### src/rtl/dref_pkg.sv
package dref_pkg;
  typedef enum logic [1:0] {
    SQ_IDLE  = 2'd0,
    SQ_SETUP = 2'd1,
    SQ_ACT   = 2'd2,
    SQ_PRE   = 2'd3
  } sq_state_e;
endpackage

### src/rtl/dref_interval_timer.sv
module dref_interval_timer #(
  parameter int INTERVAL = 1030
) (
  input  logic clk,
  input  logic rst_n,
  output logic tick
);
  localparam int CNT_W = $clog2(INTERVAL);
  localparam logic [CNT_W-1:0] LAST = CNT_W'(INTERVAL - 1);

  logic [CNT_W-1:0] cnt_q;

  always_ff @(posedge clk or negedge rst_n) begin
    if (!rst_n)            cnt_q <= '0;
    else if (cnt_q == LAST) cnt_q <= '0;
    else                   cnt_q <= cnt_q + 1'b1;
  end

  assign tick = (cnt_q == LAST);


  tick_spacing_chk: assert property (@(posedge clk) disable iff (!rst_n)
    tick |=> !tick);
endmodule

### src/rtl/dref_pending.sv
module dref_pending #(
  parameter int PEND_MAX = 7
) (
  input  logic clk,
  input  logic rst_n,
  input  logic tick,
  input  logic unit_done,
  input  logic busy,
  input  logic gnt,
  output logic req,
  output logic start,
  output logic more
);
  localparam int PEND_W = $clog2(PEND_MAX + 1);
  localparam logic [PEND_W-1:0] CAP = PEND_W'(PEND_MAX);

  logic [PEND_W-1:0] pend_q;

  always_ff @(posedge clk or negedge rst_n) begin
    if (!rst_n) pend_q <= '0;
    else begin
      case ({tick, unit_done})
        2'b10:   if (pend_q < CAP) pend_q <= pend_q + 1'b1;
        2'b01:   pend_q <= pend_q - 1'b1;
        default: pend_q <= pend_q;
      endcase
    end
  end

  assign req   = (pend_q != '0) && !busy;
  assign start = req && gnt;
  assign more  = (pend_q > PEND_W'(1)) || tick;


  pend_cap_chk: assert property (@(posedge clk) disable iff (!rst_n)
    pend_q <= CAP);

  owed_work_chk: assert property (@(posedge clk) disable iff (!rst_n)
    unit_done |-> pend_q != '0);
endmodule

### src/rtl/dref_strobe_seq.sv
module dref_strobe_seq
  import dref_pkg::*;
#(
  parameter int ROWS  = 2048,
  parameter int T_RAS = 3,
  parameter int T_PRE = 2,
  parameter int UNIT  = 1
) (
  input  logic                    clk,
  input  logic                    rst_n,
  input  logic                    start,
  input  logic                    cbr_sel,
  input  logic                    more,
  output logic                    unit_done,
  output logic                    busy,
  output logic                    ras_n,
  output logic                    cas_n,
  output logic [$clog2(ROWS)-1:0] row_addr
);
  localparam int ROW_W  = $clog2(ROWS);
  localparam int PH_TOP = (T_RAS > T_PRE) ? T_RAS : T_PRE;
  localparam int PH_W   = $clog2(PH_TOP + 1);
  localparam int UNIT_W = (UNIT > 1) ? $clog2(UNIT) : 1;

  sq_state_e         state_q;
  logic [PH_W-1:0]   ph_q;
  logic [UNIT_W-1:0] unit_q;
  logic [ROW_W-1:0]  row_q;
  logic              mode_q;
  logic              row_end, unit_last;

  assign row_end   = (state_q == SQ_PRE) && (ph_q == PH_W'(T_PRE - 1));
  assign unit_last = (unit_q == UNIT_W'(UNIT - 1));
  assign unit_done = row_end && unit_last;

  always_ff @(posedge clk or negedge rst_n) begin
    if (!rst_n) begin
      state_q <= SQ_IDLE;
      ph_q    <= '0;
      unit_q  <= '0;
      row_q   <= '0;
      mode_q  <= 1'b0;
    end else begin
      case (state_q)
        SQ_IDLE: if (start) begin
          state_q <= SQ_SETUP;
          mode_q  <= cbr_sel;
          ph_q    <= '0;
          unit_q  <= '0;
        end
        SQ_SETUP: begin
          state_q <= SQ_ACT;
          ph_q    <= '0;
        end
        SQ_ACT: begin
          if (ph_q == PH_W'(T_RAS - 1)) begin
            state_q <= SQ_PRE;
            ph_q    <= '0;
          end else ph_q <= ph_q + 1'b1;
        end
        SQ_PRE: begin
          if (row_end) begin
            ph_q <= '0;
            if (!mode_q)
              row_q <= (row_q == ROW_W'(ROWS - 1)) ? '0 : row_q + 1'b1;
            unit_q  <= unit_last ? '0 : unit_q + 1'b1;
            state_q <= (!unit_last || more) ? SQ_SETUP : SQ_IDLE;
          end else ph_q <= ph_q + 1'b1;
        end
        default: state_q <= SQ_IDLE;
      endcase
    end
  end

  assign busy     = (state_q != SQ_IDLE);
  assign ras_n    = (state_q != SQ_ACT);
  assign cas_n    = !(mode_q && busy);
  assign row_addr = row_q;


  rasonly_cas_high_chk: assert property (@(posedge clk) disable iff (!rst_n)
    (!ras_n && !mode_q) |-> cas_n);

  cbr_cas_lead_chk: assert property (@(posedge clk) disable iff (!rst_n)
    ($fell(ras_n) && mode_q) |-> ($past(cas_n) == 1'b0));

  addr_hold_chk: assert property (@(posedge clk) disable iff (!rst_n)
    (!ras_n && !$past(ras_n)) |-> $stable(row_q));

  cbr_row_hold_chk: assert property (@(posedge clk) disable iff (!rst_n)
    (busy && mode_q) |=> $stable(row_q));

  row_wrap_chk: assert property (@(posedge clk) disable iff (!rst_n)
    (($past(row_q) == ROW_W'(ROWS - 1)) && (row_q != $past(row_q))) |-> (row_q == '0));
endmodule

### src/rtl/dram_refresh_ctrl.sv
module dram_refresh_ctrl #(
  parameter int ROWS     = 2048,
  parameter int INTERVAL = 1030,
  parameter int T_RAS    = 3,
  parameter int T_PRE    = 2,
  parameter int PEND_MAX = 7,
  parameter bit BURST    = 1'b0
) (
  input  logic                    clk,
  input  logic                    rst_n,
  input  logic                    cbr_sel,
  input  logic                    ref_gnt,
  output logic                    ref_req,
  output logic                    busy,
  output logic                    ras_n,
  output logic                    cas_n,
  output logic [$clog2(ROWS)-1:0] row_addr
);
  localparam int UNIT = BURST ? ROWS : 1;

  logic tick, unit_done, start, more, busy_w;

  dref_interval_timer #(.INTERVAL(INTERVAL)) u_timer (
    .clk  (clk),
    .rst_n(rst_n),
    .tick (tick)
  );

  dref_pending #(.PEND_MAX(PEND_MAX)) u_pending (
    .clk      (clk),
    .rst_n    (rst_n),
    .tick     (tick),
    .unit_done(unit_done),
    .busy     (busy_w),
    .gnt      (ref_gnt),
    .req      (ref_req),
    .start    (start),
    .more     (more)
  );

  dref_strobe_seq #(.ROWS(ROWS), .T_RAS(T_RAS), .T_PRE(T_PRE), .UNIT(UNIT)) u_seq (
    .clk      (clk),
    .rst_n    (rst_n),
    .start    (start),
    .cbr_sel  (cbr_sel),
    .more     (more),
    .unit_done(unit_done),
    .busy     (busy_w),
    .ras_n    (ras_n),
    .cas_n    (cas_n),
    .row_addr (row_addr)
  );

  assign busy = busy_w;
endmodule

### config.mk
export PLATFORM = sky130hd
export DESIGN_NAME = dram_refresh_ctrl
export DESIGN_NICKNAME = d
export VERILOG_FILES = /design/src/rtl/dref_pkg.sv /design/src/rtl/dref_interval_timer.sv /design/src/rtl/dref_pending.sv /design/src/rtl/dref_strobe_seq.sv /design/src/rtl/dram_refresh_ctrl.sv
export SDC_FILE = /design/constraint.sdc
export NUM_CORES = 1
export LEC_CHECK = 0
export BUFFER_PORTS_ARGS = -buffer_cell sky130_fd_sc_hd__clkbuf_2
export CAP_MARGIN = 30
export CORE_ASPECT_RATIO = 1.5
export CORE_MARGIN = 2
export CORE_UTILIZATION = 40
export CTS_CLUSTER_SIZE = 12
export DETAILED_ROUTE_END_ITERATION = 16
export PLACE_DENSITY = 0.67
export SYNTH_ARGS = -nofsm -noshare
export SYNTH_HDL_FRONTEND = slang
export SYNTH_SLANG_ARGS = --single-unit
export TNS_END_PERCENT = 10
### constraint.sdc
create_clock -name clk -period 2.9 [get_ports clk]
set_clock_uncertainty 0.2 [all_clocks]
set_input_delay 0.145 -clock clk [delete_from_list [all_inputs] [get_ports clk]]
set_output_delay 0.145 -clock clk [all_outputs]
set_load 0.05 [all_outputs]
==> results.txt, run 1 <==
The critical path's largest stage delay was 0.42 ns. In the final layout, flip-flops and latches occupy 751 µm². The run gives 2 as the length of the first detailed-routing pass in iterations. After detailed routing, the number of remaining DRC violations is 0. Dividing the detail-routed wire length by the instance count gives 13.0 µm. After routing the design area is 1900 µm². During synthesis, Yosys emitted a total of 0 warnings. Each instance of the synthesized netlist takes up on average 10.5 µm².

The post-route clock period utilization came out at 68.9%. The path class of the tightest hold or removal check is in2reg. Setup repair after global routing left no endpoint under its margin. Post-synthesis instance total: 158.

Post-synthesis cell type count: 37. STA classifies the critical path endpoint as a flip-flop. For the pin with the worst max-slew slack, the measured transition is 0.732 ns. The standard cell area after detailed placement was 1790 µm²; the highest fanout seen on the critical path was 5. Synthesis inferred 30 register bits.

0 antenna diodes ended up in the layout. The top cell family by delay on the critical path is compound AO/OA/AOI/OAI gates. STA puts the critical path data required time at 2.86 ns. The deepest clock path buffer count is 2, and the relative slew slack is 51.2%.

The total negative slack is 0 ns. The region available for standard cell placement spans 3960 µm². For the end-of-flow core utilization, the log shows 48.1%.

The later pin in the worst-skew pair is clocked with a latency of 0.28 ns. The tools report the maximum clock frequency as 500 MHz. Entering global routing, the biggest net connects 31 pins. For the non-filler instance count after layout, the log shows 230.

The adder-cell share of the synthesized area was 8.91%. The site row count was 28; the final global-route overflow total was 0. The critical path is of the reg2reg type. Detailed placement HPWL: 2180 µm. TritonCTS built the clock tree. In this run the clock root is driven by a sky130_fd_sc_hd__clkbuf_8.

The run finished with clean final reports. For the number of global-route vias before repair, the log shows 1246. The wire length on met1 was 1270 µm; the clock edge transition at the registers on the reported setup and hold paths was 0.06 ns. Summed over all layers, the routed wires come to 2990 µm. Routability-driven placement finished with a final weighted congestion of 0.762. Shortest clock period the worst path allows after layout: 2.00 ns.

The die covers 4680 µm². The layout net count came out at 199. For this design the ratio of total power to cell area is 834 nW/µm².

The synthesized netlist occupies a cell area of 1660 µm². Proportion of layout cells with a drive suffix above 1: 17.3%. For this design, the sink count on the clock tree is 30. The compound-gate portion of the synthesized area was 8.84%; the xor-xnor portion of the synthesized cell area was 10.6%.

The routed layout has 1199 vias. The maximum vdd drop was 679 µV; the number of buffers inserted by port buffering was 18. The tools report the final hold violation count as 0. The worst setup path is launched from a flip-flop.

Leakage power: 0.858 nW. Summing all multi-input logic gate instances after layout gives 846 µm². In this run, post-CTS repair resized a total of 0 instances. In this run, the number of DRC markers left after iteration 0 of detailed routing was 48. After detailed placement, the design holds a cell count of 220. The number of buffer and inverter instances along the worst setup path is 1. Across every metal layer, demand over resource in global routing totals 14.3%. After synthesis, the largest family of logic cells by area is simple AND/OR/NAND/NOR gates. The run gives 0 as the max-slew violation count. In this run the remaining antenna-violating nets after routing total 0.

The average via count per standard cell is 5.21, and the number of antenna violations at the first check in global routing is 0. Fill cells in the final layout number 381. The number of top-level pins came out at 19.

Relative to the synthesized area, the layout overhead comes to 14.9%. The signal on the critical path passes through inv_1 -> ha_1 -> nor2b_1 -> o21ai_1 -> o21a_1 -> mux2_1. The run gives 41.8% as the starting density of the core. The amount of wire on met2 after detailed routing is 1550 µm. Summing the areas of all and, or, nand and nor instances in the mapped netlist gives 20.7% of the synthesized area.

After synthesis, flip-flops and latches occupy 45.3% of the total area. At the worst endpoint, the arrival time is 1.96 ns. The tools report the global-route wire length before repair as 5350 µm. The die extent in y came out at 82.8 µm.

Across the run, the number of max-cap violations was 0. Setup violations remaining at the end of the flow were counted as 0. Measured along the x axis, the die boundary spans 56.5 µm.

The tools report the met3 layer wire length in the routed design as 112 µm. The top layer reached by signal wires was met4. The number of nets in the synthesized netlist is 173. The largest individual stage delay along the critical path comes from the cell sky130_fd_sc_hd__dfrtp_1. H-tree depth reported by CTS: 2.

The number of clock buffers added by TritonCTS is 5. Mux contribution to synthesized area: 2.04%.
state kept, by name, summed over array words and instances, names as in the netlist:
register,count
u_seq.ph_q,2
u_timer.cnt_q,11
u_seq.mode_q,1
u_seq.row_addr,11
u_seq.state_q,2
u_pending.pend_q,3
per-layer routing:
layer	vias up	track usage, %
met1	573	15.6
li1	599	-
met5	-	0
met3	6	3.74
met4	0	6.49
met2	21	25.2
cells in the final DEF (no fill, tap or decap), types with 2 or more instances in the layout:
| cell type | n |
|---|---|
| sky130_fd_sc_hd__nand4_1 | 4 |
| sky130_fd_sc_hd__nor2b_1 | 2 |
| sky130_fd_sc_hd__and4bb_1 | 2 |
| sky130_fd_sc_hd__a21oi_1 | 4 |
| sky130_fd_sc_hd__nor3_1 | 3 |
| sky130_fd_sc_hd__o21ai_1 | 5 |
| sky130_fd_sc_hd__nor4_2 | 2 |
| sky130_fd_sc_hd__mux2_1 | 3 |
| sky130_fd_sc_hd__nand2_1 | 8 |
| sky130_fd_sc_hd__dlygate4sd3_1 | 2 |
| sky130_fd_sc_hd__nor2_1 | 18 |
| sky130_fd_sc_hd__clkbuf_2 | 18 |
| sky130_fd_sc_hd__nand3_1 | 9 |
| sky130_fd_sc_hd__clkbuf_8 | 6 |
| sky130_fd_sc_hd__o21a_1 | 2 |
| sky130_fd_sc_hd__dfrtp_1 | 30 |
| sky130_fd_sc_hd__ha_1 | 11 |
| sky130_fd_sc_hd__a31oi_1 | 2 |
| sky130_fd_sc_hd__and3_1 | 3 |
| sky130_fd_sc_hd__xor2_1 | 5 |
| sky130_fd_sc_hd__xnor2_1 | 15 |
| sky130_fd_sc_hd__inv_1 | 12 |
cells in the mapped netlist:
cell type                   number  area, µm²
sky130_fd_sc_hd__dfrtp_1        30        751
sky130_fd_sc_hd__nor2_1         18       67.6
sky130_fd_sc_hd__xnor2_1        15        131
sky130_fd_sc_hd__inv_1          12       45.0
sky130_fd_sc_hd__ha_1           11        138
sky130_fd_sc_hd__nand3_1         9       45.0
sky130_fd_sc_hd__nand2_1         8       30.0
sky130_fd_sc_hd__o21ai_1         5       25.0
sky130_fd_sc_hd__xor2_1          5       43.8
sky130_fd_sc_hd__a21oi_1         4       20.0
sky130_fd_sc_hd__nand4_1         4       25.0
sky130_fd_sc_hd__and3_1          3       18.8
sky130_fd_sc_hd__mux2_1          3       33.8
sky130_fd_sc_hd__nor3_1          3       15.0
sky130_fd_sc_hd__a31oi_1         2       12.5
sky130_fd_sc_hd__and4bb_1        2       25.0
sky130_fd_sc_hd__nor2b_1         2       12.5
sky130_fd_sc_hd__nor4_2          2       25.0
sky130_fd_sc_hd__o21a_1          2       15.0
sky130_fd_sc_hd__a22o_1          1       8.76
sky130_fd_sc_hd__a311oi_1        1       8.76
sky130_fd_sc_hd__a32o_1          1       10.0
sky130_fd_sc_hd__a32oi_1         1       8.76
sky130_fd_sc_hd__and3_4          1       11.3
sky130_fd_sc_hd__buf_6           1       11.3
sky130_fd_sc_hd__inv_2           1       3.75
sky130_fd_sc_hd__maj3_1          1       10.0
sky130_fd_sc_hd__nand2b_1        1       6.26
sky130_fd_sc_hd__nand3b_1        1       7.51
sky130_fd_sc_hd__nand4bb_2       1       16.3
sky130_fd_sc_hd__nor3b_1         1       7.51
sky130_fd_sc_hd__nor4b_4         1       23.8
sky130_fd_sc_hd__o211ai_1        1       7.51
sky130_fd_sc_hd__o21ai_0         1       5.00
sky130_fd_sc_hd__o221ai_1        1       8.76
sky130_fd_sc_hd__o311ai_2        1       16.3
sky130_fd_sc_hd__or2_1           1       6.26
per-stage QoR:
stage / setup slack (ns) / hold WS (ns) / power (W)
2_1_floorplan: 0.922 / -0.351 / 0.00110
3_3_place_gp: 0.928 / 0.0456 / 0.00124
3_5_place_dp: 0.889 / 0.0504 / 0.00125
4_1_cts: 0.879 / 0.0626 / 0.00161
5_1_grt: 0.750 / 0.101 / 0.00170
6_report: 0.901 / 0.0721 / 0.00159
worst reg2reg max path: cells and delay by family, from the launching register on:
kind,cells,cell delay (ns)
compound gates,2,0.50
fa+ha+maj,1,0.19
flops,1,0.42
buf+inv,1,0.10
simple gates,1,0.15
mux,1,0.32
worst paths after layout:
check | to | from | slack (ns) | depth (start not counted)
setup / recovery | u_seq.state_q[1] | u_pending.pend_q[0] | 0.90 | 6
hold / removal | u_seq.mode_q | ref_gnt | 0.07 | 4
setup reg to reg | u_seq.state_q[1] | u_pending.pend_q[0] | 0.90 | 6
hold reg to reg | u_seq.row_addr[8] | u_seq.row_addr[8] | 0.33 | 1
max in group asynchronous | u_timer.cnt_q[10] | rst_n | 1.77 | 2
min in group asynchronous | u_seq.row_addr[3] | rst_n | 0.26 | 2
final cells by class:
| cell class | count | area share, % |
|---|---|---|
| Inverter | 13 | 2.56 |
| Timing Repair Buffer | 20 | 5.79 |
| Clock inverter | 1 | 0.263 |
| Tap cell | 45 | 2.96 |
| Clock buffer | 7 | 4.54 |
| Multi-Input combinational cell | 114 | 44.4 |
| Sequential cell | 30 | 39.4 |
report_power, final:
| part | switching, W | leakage (nW) | total (W) | internal [W] |
|---|---|---|---|---|
| clock network | 0.000157 | 0.0482 | 0.000348 | 0.000191 |
| logic | 0.000419 | 0.424 | 0.000650 | 0.000231 |
| registers | 0.0000951 | 0.386 | 0.000589 | 0.000494 |
| total | 0.000671 | 0.858 | 0.00159 | 0.000916 |
timing repair:
action | CTS | global route
hold buffers | 2 | 0
hold endpoints to repair | 31 | 0
buffers inserted | 0 | 0
cell families after synthesis:
group	after synthesis
multiplexers	3
AO/OA/AOI/OAI	21
XOR/XNOR	20
AND/OR/NAND/NOR	58
flip-flops	30
adder cells (fa/ha/maj)	12
buffers and inverters	14
(Power assumes the default switching activity.)
==> run 2: changes to the inputs <==
--- a/config.mk
+++ b/config.mk
@@ -5,6 +5,7 @@
 export SDC_FILE = /design/constraint.sdc
 export NUM_CORES = 1
 export LEC_CHECK = 0
+export ABC_AREA = 1
 export BUFFER_PORTS_ARGS = -buffer_cell sky130_fd_sc_hd__clkbuf_2
 export CAP_MARGIN = 30
 export CORE_ASPECT_RATIO = 1.5
@@ -12,7 +13,7 @@
 export CORE_UTILIZATION = 40
 export CTS_CLUSTER_SIZE = 12
 export DETAILED_ROUTE_END_ITERATION = 16
-export PLACE_DENSITY = 0.67
+export PLACE_DENSITY = 0.69
 export SYNTH_ARGS = -nofsm -noshare
 export SYNTH_HDL_FRONTEND = slang
 export SYNTH_SLANG_ARGS = --single-unit
==> constraint.sdc (replaced) <==
create_clock -name clk -period 1.7 [get_ports clk]
set_clock_uncertainty 0.2 [all_clocks]
set_input_delay 0.085 -clock clk [delete_from_list [all_inputs] [get_ports clk]]
set_output_delay 0.085 -clock clk [all_outputs]
set_load 0.05 [all_outputs]
==> results.txt, run 2 <==
The share of the synthesized area in the top cell type is 41.8%, and the actual slew at the worst max-slew pin is 0.383 ns. The cell taking the most area after synthesis was sky130_fd_sc_hd__dfrtp_1. The shortest clock period the worst path allows after layout is 1.63 ns, and the clock sink total is 30. The logs give 0 for the final hold violation count and 753 µm² for the storage element area.

The H-tree depth reported by CTS is 2. The number of buffers inserted by port buffering is 18. The run gives 1.41 ns as the data required time at the worst endpoint. The relative slew slack was 74.5%.

The total of fill cells in the finished design was 421. The core region is 4280 µm². Clock tree synthesis inserted a total of 5 buffers. For the worst-skew pair, the clock arrives at the later sink with an insertion delay of 0.29 ns. In this run the static leakage power is 1.07 nW.

Among all flip-flop cells after synthesis, the most frequent one is sky130_fd_sc_hd__dfrtp_1. The worst setup path is captured at a primary output. The initial detailed-routing violation count is 25. Using the TritonRoute via totals, the vias-per-cell ratio works out to 4.89.

Across the VDD grid, the largest voltage drop is 1180 µV. Of the cells placed in the final design, the portion with a size suffix greater than 1 is 22.8%. The power per unit of standard cell area is 1290 nW/µm². The path class of the tightest hold or removal check is in2async. The run gives 2850 µm as the detailed placement HPWL. The library cell used most frequently in the layout, excluding fill and tap cells, is sky130_fd_sc_hd__nand2_1. Counting every net in the synthesized netlist gives 248. For the post-synthesis cell type count, the log shows 24.

The placer congestion estimate was 0.783; the deepest clock path buffer count was 2. The endpoint identified for the worst register-to-register timing path is u_seq.row_addr[5]. The run gives 16.5% as the global routing usage summed across all routing layers. Mean area per synthesized cell: 7.71 µm². Part of the Yosys area used for sequential elements: 41.8%. Sorting the synthesized cells by how often they occur yields sky130_fd_sc_hd__nand2_1 (57), sky130_fd_sc_hd__inv_1 (35), sky130_fd_sc_hd__dfrtp_1 (30). The final global-route overflow total is 0. The launch point of the worst reg-to-reg path was u_seq.row_addr[0].

The clock edge transition at the registers on the reported setup and hold paths was 0.07 ns. The post-route clock period utilization is 96.0%. The synthesis-to-layout area growth came out at 22.4%. The max-slew violation count was 0; the final setup violation count was 0. The run finished, with violations left.

For this run, asynchronously set or reset flops after synthesis account for 100%. The count of inserted antenna diode cells was 0. The global-route wire length before repair was 6420 µm. The starting density of the core came out at 42.0%.

The flip-flop and latch count after synthesis was 30; the number of global-route vias before repair was 1499. In the final timing run, aggregate negative setup slack is 0 ns. By area the synthesized netlist is led by sky130_fd_sc_hd__dfrtp_1 (42%), sky130_fd_sc_hd__nand2_1 (12%), sky130_fd_sc_hd__ha_1 (7.7%). The most common cell in the synthesized netlist is sky130_fd_sc_hd__nand2_1. Synthesis produced a netlist whose cell count is 233.

The tool flagged a number of max-cap violations equal to 0. For the worst setup path, the data arrival time is 1.35 ns. Setup repair after global routing could not meet its margin everywhere. The largest net degree at the start of global routing came out at 31.

For the layout net count, the log shows 286. The post-detailed-route wirelength per cell is 11.7 µm. The die extent in y was 86.1 µm; the maximum clock frequency was 613 MHz. The number of antenna violations at the first check in global routing is 0, and the register-to-register path setup slack is 0.09 ns. The critical path is of the reg2out type. During I/O placement, the number of pins put on the boundary was 19. The post-synthesis instance area was 1800 µm².

The total number of yosys warnings was 0; the number of remaining DRC errors was 2. The cell depth of the worst flop-to-flop path works out to 6. The startpoint type of the worst setup path was a flip-flop. The checks that failed: DRC. The die covers 5050 µm². The tools report the total power after layout as 0.00283 W. The first detailed-routing pass took 10 iterations.

In this run, synthesis inferred 0 flip-flops with an integrated enable. The count of nets left with antenna violations once routing finished came out at 0. Clock tree root driver cell: sky130_fd_sc_hd__clkbuf_8. Area occupied by multi-input gates: 921 µm². Highest fanout seen on the critical path: 4. The final route contains 1556 vias. TritonCTS built the clock tree. For the site row count, the log shows 29. The die extent in x was 58.7 µm; the total wire length was 3720 µm. The library cells used most frequently in the layout, excluding fill and tap cells, are sky130_fd_sc_hd__nand2_1 (56), sky130_fd_sc_hd__inv_1 (31), sky130_fd_sc_hd__dfrtp_1 (28).
[run 2: cell types whose count changed after synthesis, moves of 3 or more]
cell                      change
sky130_fd_sc_hd__and3_1       -3
sky130_fd_sc_hd__xnor2_1     -11
sky130_fd_sc_hd__nor2_2       +5
sky130_fd_sc_hd__nor3_1       +3
sky130_fd_sc_hd__inv_1       +23
sky130_fd_sc_hd__mux2_1       -3
sky130_fd_sc_hd__nand3_1     +13
sky130_fd_sc_hd__nor2_1       +5
sky130_fd_sc_hd__nor3_2       +3
sky130_fd_sc_hd__o21ai_0      +6
sky130_fd_sc_hd__nand2_1     +49
[run 2: worst max path at each step]
stage	slack, ns	start	depth (start not counted)	to
after floorplan	-0.14	u_seq.state_q[0]	7	u_seq.mode_q
after global placement	0.05	u_seq.row_addr[0]	6	u_seq.row_addr[5]
after detailed placement	0.05	u_seq.row_addr[0]	6	u_seq.row_addr[5]
after CTS	0.007	u_pending.pend_q[1]	4	ref_req
after global routing	-0.004	u_timer.cnt_q[1]	9	u_pending.pend_q[1]
final	0.07	u_pending.pend_q[1]	4	ref_req
[run 2: cells by family after synthesis]
family          count (synthesis)  share of synthesized area [%]
xor+xnor                       10                           4.87
fa+ha+maj                      11                           7.66
flops                          30                           41.8
compound gates                 17                           4.94
simple gates                  127                           32.6
buf+inv                        38                           8.15
[run 2: where the power goes]
group	internal, W	switching (W)	leakage (nW)
Clock	0.000408	0.000270	0.0575
Sequential	0.000833	0.000116	0.384
Combinational	0.000415	0.000790	0.631
[run 2: per-stage QoR]
stage | cell area (µm²) | utilization (%) | hold slack [ns] | std cells | worst slack [ns]
after floorplan | 1810 | - | -0.411 | 233 | -0.139
after detailed placement | 2010 | 47.0 | -0.0728 | 304 | 0.0471
after CTS | 2160 | 50.6 | 0.162 | 315 | 0.00706
after global placement | 2010 | 47.0 | -0.0734 | 304 | 0.0470
after global routing | 2200 | 51.3 | 0.218 | 318 | -0.00362
final | 2200 | 51.3 | 0.145 | 318 | 0.0684
[run 2: cell type report]
class | instances | area share, %
repair buffers | 32 | 9.90
flip-flops and latches | 30 | 34.3
multi-input cells | 165 | 41.9
inverters | 37 | 6.32
clock buffers | 8 | 5.01
well taps | 46 | 2.62
[run 2: worst max-delay path, stage by stage, from the launching register on]
cell                      delay [ns]
sky130_fd_sc_hd__dfrtp_1        0.40
sky130_fd_sc_hd__inv_1          0.11
sky130_fd_sc_hd__ha_2           0.21
sky130_fd_sc_hd__a21oi_4        0.17
sky130_fd_sc_hd__buf_8          0.16
[run 2: what timing repair did]
| item | CTS | global route |
|---|---|---|
| endpoints found under the hold margin | 31 | 0 |
| pin swaps | 0 | 1 |
| buffers inserted | 0 | 3 |
| hold buffers | 3 | 0 |
| setup endpoints to repair | 3 | 11 |
| gates resized for setup | 4 | 10 |
[run 2: metal layers]
layer | vias to the layer above | GRT usage [%] | wire length (µm)
met5 | - | 0 | 0
met4 | 0 | 7.44 | 72
met3 | 7 | 4.22 | 112
met2 | 20 | 28.8 | 2020
met1 | 721 | 18.3 | 1520
li1 | 808 | - | -
